<file path="src/rtl/eint_xlate_pkg.sv">
package eint_xlate_pkg;

  typedef enum logic [1:0] {
    LVL_M  = 2'd0,
    LVL_S  = 2'd1,
    LVL_VS = 2'd2
  } lvl_e;

  typedef enum logic [1:0] {
    OP_SET_PEND = 2'd0,
    OP_CLR_PEND = 2'd1,
    OP_SET_EN   = 2'd2,
    OP_CLR_EN   = 2'd3
  } op_e;

  localparam logic [9:0] GRP_M  = 10'h0D6;
  localparam logic [9:0] GRP_S  = 10'h056;
  localparam logic [9:0] GRP_VS = 10'h096;

endpackage

</file>
<file path="src/rtl/eint_csr_decode.sv">
module eint_csr_decode
  import eint_xlate_pkg::*;
(
  input  logic [11:0] addr,
  input  logic        virt,
  output logic        hit,
  output lvl_e        lvl,
  output op_e         op
);
  always_comb begin
    hit = 1'b1;
    lvl = LVL_M;
    op  = op_e'(addr[1:0]);
    case (addr[11:2])
      GRP_M:   lvl = LVL_M;
      GRP_S:   lvl = virt ? LVL_VS : LVL_S;
      GRP_VS:  lvl = LVL_VS;
      default: hit = 1'b0;
    endcase
  end
endmodule

</file>
<file path="src/rtl/eint_write_gen.sv">
module eint_write_gen
  import eint_xlate_pkg::*;
#(
  parameter int          XLEN      = 64,
  parameter int          SEL_W     = 8,
  parameter int unsigned PEND_BASE = 'h80,
  parameter int unsigned EN_BASE   = 'hC0
) (
  input  logic [XLEN-1:0]  wdata,
  input  logic [XLEN-1:0]  wmask,
  input  op_e              op,
  output logic [SEL_W-1:0] sel,
  output logic [XLEN-1:0]  mask,
  output logic [XLEN-1:0]  value
);
  localparam int SH   = $clog2(XLEN);
  localparam int STEP = XLEN / 32;

  logic [XLEN-1:0] num;
  logic [XLEN-1:0] word_scaled;
  logic            is_set;
  logic            is_pend;

  always_comb begin
    num         = wdata & wmask;
    word_scaled = (num >> SH) * XLEN'(STEP);
    is_set      = (op == OP_SET_PEND) || (op == OP_SET_EN);
    is_pend     = (op == OP_SET_PEND) || (op == OP_CLR_PEND);
    sel         = word_scaled[SEL_W-1:0] +
                  (is_pend ? SEL_W'(PEND_BASE) : SEL_W'(EN_BASE));
    mask        = XLEN'(1) << num[SH-1:0];
    value       = is_set ? mask : '0;
  end
endmodule

</file>
<file path="src/rtl/eint_access_check.sv">
module eint_access_check
  import eint_xlate_pkg::*;
#(
  parameter int NUM_GUESTS = 4,
  parameter int GUEST_W    = 6
) (
  input  logic               hit,
  input  lvl_e               lvl,
  input  logic               virt,
  input  logic [GUEST_W-1:0] vgein,
  input  logic [1:0]         file_present,
  output logic               fail,
  output logic               pick_virt_fault,
  output logic [GUEST_W-1:0] guest
);
  logic no_file;
  logic bad_guest;

  always_comb begin
    no_file         = (lvl == LVL_M) ? !file_present[0] : !file_present[1];
    bad_guest       = (lvl == LVL_VS) &&
                      ((vgein == '0) || (vgein > GUEST_W'(NUM_GUESTS)));
    fail            = hit && (no_file || bad_guest);
    pick_virt_fault = virt && (lvl == LVL_VS);
    guest           = (lvl == LVL_VS) ? vgein : '0;
  end
endmodule

</file>
<file path="src/rtl/eint_num_xlate.sv">
module eint_num_xlate
  import eint_xlate_pkg::*;
#(
  parameter int          XLEN       = 64,
  parameter int          NUM_GUESTS = 4,
  parameter int          GUEST_W    = 6,
  parameter int          SEL_W      = 8,
  parameter int unsigned PEND_BASE  = 'h80,
  parameter int unsigned EN_BASE    = 'hC0
) (
  input  logic               clk,
  input  logic               rst_n,
  input  logic               req_valid,
  output logic               req_ready,
  input  logic [11:0]        req_addr,
  input  logic [XLEN-1:0]    req_wdata,
  input  logic [XLEN-1:0]    req_wmask,
  input  logic               req_virt,
  input  logic [GUEST_W-1:0] req_vgein,
  input  logic [1:0]         file_present,
  output logic               rsp_valid,
  output logic [XLEN-1:0]    rsp_rdata,
  output logic               rsp_illegal,
  output logic               rsp_virt_fault,
  output logic               fw_valid,
  output logic [1:0]         fw_level,
  output logic [GUEST_W-1:0] fw_guest,
  output logic [SEL_W-1:0]   fw_sel,
  output logic [XLEN-1:0]    fw_mask,
  output logic [XLEN-1:0]    fw_value
);
  logic               hit;
  lvl_e               lvl;
  op_e                op;
  logic [SEL_W-1:0]   sel_c;
  logic [XLEN-1:0]    mask_c, value_c;
  logic               fail_c, vfault_c;
  logic [GUEST_W-1:0] guest_c;
  logic               acc, do_write;

  eint_csr_decode u_dec (
    .addr (req_addr),
    .virt (req_virt),
    .hit  (hit),
    .lvl  (lvl),
    .op   (op)
  );

  eint_write_gen #(
    .XLEN(XLEN), .SEL_W(SEL_W), .PEND_BASE(PEND_BASE), .EN_BASE(EN_BASE)
  ) u_gen (
    .wdata (req_wdata),
    .wmask (req_wmask),
    .op    (op),
    .sel   (sel_c),
    .mask  (mask_c),
    .value (value_c)
  );

  eint_access_check #(.NUM_GUESTS(NUM_GUESTS), .GUEST_W(GUEST_W)) u_chk_acc (
    .hit             (hit),
    .lvl             (lvl),
    .virt            (req_virt),
    .vgein           (req_vgein),
    .file_present    (file_present),
    .fail            (fail_c),
    .pick_virt_fault (vfault_c),
    .guest           (guest_c)
  );

  assign req_ready = 1'b1;
  assign rsp_rdata = '0;
  assign acc       = req_valid && hit;
  assign do_write  = acc && !fail_c && (req_wmask != '0);

  always_ff @(posedge clk or negedge rst_n) begin
    if (!rst_n) begin
      rsp_valid      <= 1'b0;
      rsp_illegal    <= 1'b0;
      rsp_virt_fault <= 1'b0;
      fw_valid       <= 1'b0;
      fw_level       <= '0;
      fw_guest       <= '0;
      fw_sel         <= '0;
      fw_mask        <= '0;
      fw_value       <= '0;
    end else begin
      rsp_valid      <= acc;
      rsp_illegal    <= acc && fail_c && !vfault_c;
      rsp_virt_fault <= acc && fail_c && vfault_c;
      fw_valid       <= do_write;
      if (do_write) begin
        fw_level <= lvl;
        fw_guest <= guest_c;
        fw_sel   <= sel_c;
        fw_mask  <= mask_c;
        fw_value <= value_c;
      end
    end
  end
endmodule

</file>
<file path="config.mk">
export PLATFORM = sky130hd
export DESIGN_NAME = eint_num_xlate
export DESIGN_NICKNAME = d
export VERILOG_FILES = /design/src/rtl/eint_xlate_pkg.sv /design/src/rtl/eint_csr_decode.sv /design/src/rtl/eint_write_gen.sv /design/src/rtl/eint_access_check.sv /design/src/rtl/eint_num_xlate.sv
export SDC_FILE = /design/constraint.sdc
export NUM_CORES = 1
export LEC_CHECK = 0
export ABC_AREA = 1
export ABC_CLOCK_PERIOD_IN_PS = 800
export BUFFER_PORTS_ARGS = -buffer_cell sky130_fd_sc_hd__clkbuf_2
export CORE_AREA = 2 2 141 143
export CTS_CLUSTER_SIZE = 40
export DETAILED_ROUTE_END_ITERATION = 16
export DIE_AREA = 0 0 143 145
export GPL_TIMING_DRIVEN = 0
export PLACE_DENSITY_LB_ADDON = 0.3
export SYNTH_ARGS = -nofsm -noshare
export SYNTH_HDL_FRONTEND = slang
export SYNTH_SLANG_ARGS = --single-unit
</file>
<file path="constraint.sdc">
create_clock -name clk -period 0.8 [get_ports clk]
set_input_delay 0.16 -clock clk [delete_from_list [all_inputs] [get_ports clk]]
set_output_delay 0.16 -clock clk [all_outputs]
set_load 0.02 [all_outputs]
</file>
**Word-level counts from Yosys, hierarchy flattened**

Cells that the tools add are included.

- Register bits: 148
- Input bits: 152

- Add/subtract/negate cells: 1
- Order comparisons: 1
- Eq/ne operators: 6
- Shift operators: 1
- Multiplexer cells: 7
- Bitwise gates (word level): 1
- Reductions and logical operators: 22

Operator list:

| cell | count |
|---|---|
| $mux W64 | 1 |
| $reduce_bool A64 Y1 | 1 |
| $shl A1 B6 Y64 const A | 1 |
| $eq A10 B8 Y1 const B | 2 |
| $and A13 B13 Y13 | 1 |
| $eq A10 B7 Y1 const B | 1 |
| $logic_and A1 B1 Y1 | 9 |
| $add A8 B8 Y8 | 1 |
| $mux W7 | 1 |
| $gt A6 B3 Y1 const B | 1 |
| $logic_not A6 Y1 | 1 |
| $mux W6 | 1 |
| $eq A2 B2 Y1 const B | 2 |
| $logic_not A1 Y1 | 4 |
| $logic_not A2 Y1 | 2 |
| $logic_or A1 B1 Y1 | 4 |
| $pmux W2 S2 | 1 |
| $reduce_or A3 Y1 | 1 |
| $eq A2 B1 Y1 const B | 1 |
| $mux W1 | 2 |
| $mux W2 | 1 |

**Depth between registers and ports, before layout**

- Depth after elaboration: 9
- Depth in mapped cells: 13

**Hierarchy**

Synthesis repeated with hierarchy kept, for this count alone.

- Cells, all modules: 1,061
- Area, all modules: 8,051.5 um^2

By module, submodules not included:

| module | times used | cells each | area an instance (um^2) |
|---|---|---|---|
| eint_num_xlate | 1 | 764 | 6,526.3 |
| eint_write_gen | 1 | 243 | 1,297.5 |
| eint_access_check | 1 | 29 | 121.4 |
| eint_csr_decode | 1 | 25 | 106.4 |

**Worst setup path before layout**

No wires, ideal clock.

- Kind: input -> register
- Start: in req_addr[11]
- End: reg fw_value[37]
- Setup time: 118 ps
- Arrival: 1,350 ps
- Setup slack: -668 ps
- Stages on the path: 12
- Buffers on the path: 2
- Path through: nor2_2 > nand2_1 > nor2_1 > nand3_1 > nand2_2 > nor2_1 > nor2_1 > nand2_1 > buf_4 > buf_4 > nand2_1 > nand2_1

- Longest elaborated chain between the ends: 9
- Elaborated cells on any way between the ends: 16
- Classes of those cells: 4 x eq/ne; 3 x mux; 9 x reduce/logical

Ends and longest elaborated chain:

| what | line | source |
|---|---|---|
| start: declaration | eint_num_xlate.sv:15 | `input logic [11:0] req_addr,` |
| $eq A10 B8 Y1 / $eq A10 B7 Y1 (equally long branches) | eint_csr_decode.sv:14 | `case (addr[11:2])` |
| $pmux W2 S2 | eint_csr_decode.sv:14 |  |
| $logic_not A2 Y1 / $eq A2 B2 Y1 (equally long branches) | eint_access_check.sv:20, eint_access_check.sv:21 |  |
| $mux W1 / $logic_and A1 B1 Y1 (equally long branches) | eint_access_check.sv:20, eint_access_check.sv:21 |  |
| $logic_or A1 B1 Y1 | eint_access_check.sv:23 | `fail = hit && (no_file \|\| bad_guest);` |
| $logic_and A1 B1 Y1 | eint_access_check.sv:23 |  |
| $logic_not A1 Y1 | eint_num_xlate.sv:74 | `assign do_write = acc && !fail_c && (req_wmask != '0);` |
| $logic_and A1 B1 Y1 * (2 in a row) | eint_num_xlate.sv:74 |  |
| end signal: assignment | eint_num_xlate.sv:97 | `fw_value <= value_c;` |
| end: declaration | eint_num_xlate.sv:30 | `output logic [XLEN-1:0] fw_value` |

Mark *: on every way between the ends. The rest lies on a longest branch, timed or not.
A chain may end at the register's enable or synchronous reset.

**Worst setup path in the final report**

- Start: in req_addr[10]
- End: reg fw_sel[4]

- Longest elaborated chain between the ends: 9
- Elaborated cells on any way between the ends: 16
- Classes of those cells: 4 x eq/ne; 3 x mux; 9 x reduce/logical

Ends and longest elaborated chain:

| what | line | source |
|---|---|---|
| $eq A10 B8 Y1 / $eq A10 B7 Y1 (equally long branches) | eint_csr_decode.sv:14 |  |
| $pmux W2 S2 | eint_csr_decode.sv:14 |  |
| $logic_not A2 Y1 / $eq A2 B2 Y1 (equally long branches) | eint_access_check.sv:20, eint_access_check.sv:21 |  |
| $mux W1 / $logic_and A1 B1 Y1 (equally long branches) | eint_access_check.sv:20, eint_access_check.sv:21 |  |
| $logic_or A1 B1 Y1 | eint_access_check.sv:23 |  |
| $logic_and A1 B1 Y1 | eint_access_check.sv:23 |  |
| $logic_not A1 Y1 | eint_num_xlate.sv:74 |  |
| $logic_and A1 B1 Y1 * (2 in a row) | eint_num_xlate.sv:74 |  |
| end signal: assignment | eint_num_xlate.sv:95 | `fw_sel <= sel_c;` |
| end: declaration | eint_num_xlate.sv:28 | `output logic [SEL_W-1:0] fw_sel,` |

Marked as above.

==> reports/metrics.csv <==
stage,metric,value,unit
status,outcome,"finished, violations left",
status,violations,"hold timing, setup timing",
timing,max_slew_margin,0.629,
synth,synth-seq-cells,147,
timing,slew_viol_final,0,
routing,vias,7220,
synth,yosysUniqueCellTypes,24,
timing,worst_pin_slew,0.557,ns
grt,antenna_found_initial,0,
setup_path,cpLargestDelayFamily,simple AND/OR/NAND/NOR gates,
finish,diodes,0,
setup_path,cp_data_required_time,1.12,ns
floorplan,dieHeight,145,µm
cts,h-tree-depth,4,
grt,grt.met2_usage,0.385,
power,comb_power_share,0.096,
grt,grt_max_degree,108,
power,p_per_area,1590,nW/µm²
routing,first_pass_iters,5,
synth,netlist_instances,952,
cts,cts.path.max_buffers,2,
setup_path,critPathLaunchType,input port,
synth,synth_top_area_frac,0.507,
floorplan,dieArea,20700,µm²
grt,grt_pass1_wl,37.2,mm
cts,postCtsHoldBufs,1,
timing,max_clock_freq,743,MHz
timing,hold_violations,40,
grt,grt_usage,0.234,
synth,synth.area.top_cells,"dfrtp_1 (51%), nand2_1 (21%), buf_4 (8.6%)",
setup_path,crit_path_max_fanout,6,
power,switching_share,0.277,
placed_design,hpwlAfterDp,18.3,mm
routing,ant_nets,0,
timing,timing.setup.tns,-120.28,ns
timing,rsz0062_at_grt,yes,
grt,grt_overflow_total,0,
floorplan,start_util,0.378,
grt,grt.met3_usage,0.0551,
timing,holdWs,-0.349,ns
finish,syn2layout_area_growth,45.4,%
finish,mostFrequentLayoutCells,"nand2_1 (389), clkbuf_2 (232), dfrtp_1 (147)",
power,ir_drop,1.28,mV
routing,wl,24.5,mm
timing,fin_skew,0,ns
setup_path,crit_arrival,1.66,ns
timing,fin_crit,1.35,ns
finish,finalNetCount,1458,
power,p_leak,6.23,nW
placed_design,dp_slack,-1.25,ns
placed_design,globalplace.congestion,0.969,
timing,finalSetupViolations,293,
cts,cts-root-buf,clkbuf_16,
cts,clk_latency,0.43,ns
setup_path,critPathSlowestCell,nor2_4,
finish,layout_commonest_cell,nand2_1,
routing,wire_per_inst,15.5,µm
cts,cts_tree,yes,
finish,fillers,1834,
power,seqPwrFrac,0.444,
setup_path,cp_cell_sequence,clkbuf_2 -> nor2_4 -> nand2_2 -> nor2_2 -> nand3_1 -> nand2_1 -> nand2_1 -> nand2_2 -> nor2_4 -> buf_12 -> buf_12 -> buf_16 -> clkbuf_16 -> nand2_1 -> nand2_1,
setup_path,crit_path_end_kind,flop,
floorplan,coreArea,19200,µm²
grt,top_usage_layer,met2,
cts,cts_buffers,17,
routing,drc_errors,0,
power,p_clk_frac,0.460,
finish,drive_gt1_frac,0.350,
synth,ys_seq_area_frac,0.507,
synth,ys_warn_count,0,
power,power.switching,0.00466,W
routing,via_per_inst,4.56,
setup_path,critPathKind,in -> reg,
grt,grt_pass1_vias,6821,
hold_path,hold_path.class,in -> async,
floorplan,io_pins,365,
timing,layout_setup_ws,-0.545,ns
grt,met1_usage,0.302,
floorplan,rows,51,
cts,clkTransAtPathRegs,0.06,ns
synth,yosys.area.top_type,dfrtp_1,
finish,finish.utilization,0.549,
setup_path,crit_top_cell,nand2_1,
setup_path,max_stage_delay,0.19,ns
timing,fin_crit_sh,1.68,
finish,fin_cells,1583,
job,cap_violations,0,
power,intPower,0.0121,W
placed_design,io_buffer_count,246,
placed_design,dp.cells,1528,
routing,drt-initial-drc-count,399,
cts,cts_sinks,147,
floorplan,die_w,143,µm
synth,netlist_area,7250,µm²
synth,avgSynthCellArea,7.62,µm²
setup_path,critPathBufInv,5,
[cell families (layout without fill, tap and decap cells)]
kind of cell             Yosys count  count (layout)  share of synthesized area
AND/OR/NAND/NOR                  647             647                      0.360
buffers and inverters            148             450                      0.122
flip-flops                       147             147                      0.507
AO/OA/AOI/OAI                      5               5                    0.00500
other                              2              66                    0.00104
XOR/XNOR                           2               2                    0.00242
adder cells (fa/ha/maj)            1               1                    0.00172
[registers in the layout, summed over array words and instances, names as in the netlist]
signal          cells
fw_mask            64
fw_value           64
fw_sel              7
fw_guest            6
fw_level            2
fw_valid            1
rsp_illegal         1
rsp_valid           1
rsp_virt_fault      1
[through the flow]
step / hold WS (ns) / total power (W) / cell area, µm²
floorplan: -0.136 / 0.00850 / 7550
global placement: 0.386 / 0.00906 / 9110
detailed placement: 0.112 / 0.00908 / 9150
CTS: -0.340 / 0.0168 / 10200
global route: -0.320 / 0.0174 / 10500
finish: -0.349 / 0.0168 / 10500
[final cells by class]
class                      instances  area, µm²  share of cell area
sequential                       147       3680               0.349
multi-input combinational        721       3160               0.299
timing repair buffer             272       1740               0.165
buffer                           113        948              0.0899
clock buffer                      17        425              0.0403
tap                              265        332              0.0314
clock inverter                    15        139              0.0132
inverter                          33        125              0.0119
[synthesized netlist by cell type]
cell type and count:
a211oi_2 1, a21oi_1 3, a21oi_2 1, buf_2 10
buf_4 83, buf_6 1, clkbuf_1 21, clkinv_1 1
conb_1 2, dfrtp_1 147, ha_1 1, inv_1 30
inv_2 2, nand2_1 405, nand2_2 1, nand2b_1 1
nand3_1 81, nand4_1 21, nor2_1 125, nor2_2 2
nor2_4 1, nor2b_1 1, nor3_1 9, xor2_1 2
[path summary, 6_finish.rpt]
kind	from	end	slack (ns)	cells after the start
worst max register to register	fw_value[33]	fw_value[33]	0.12	2
worst min-delay path	rst_n	fw_sel[3]	-0.35	1
worst max-delay path	req_addr[10]	fw_sel[4]	-0.55	15
max in group asynchronous	rst_n	fw_mask[5]	0.31	2
min in group clk	req_wdata[8]	fw_sel[3]	0.02	5
worst min register to register	fw_mask[12]	fw_mask[12]	0.47	2
[what timing repair did]
action                     CTS  global route
resized for setup           72            65
gates cloned                 3             6
setup buffers               13             3
pin swaps                   10            25
setup endpoints to repair  293           293
hold endpoints to repair    42            40
[power groups by stage]
stage               clock network, W  logic [W]  registers [W]
finish                       0.00773    0.00161        0.00746
global route                 0.00822    0.00176        0.00746
CTS                          0.00781    0.00153        0.00746
detailed placement                 0    0.00148        0.00760
global placement                   0    0.00146        0.00760
floorplan                          0   0.000875        0.00763
[routing by layer]
metal	vias up	wire length [µm]
met1	3331	10100
li1	3541	-
met3	36	1790
met2	312	12100
met5	-	0
met4	0	560
Note: power is estimated with default switching activity, not from simulation.
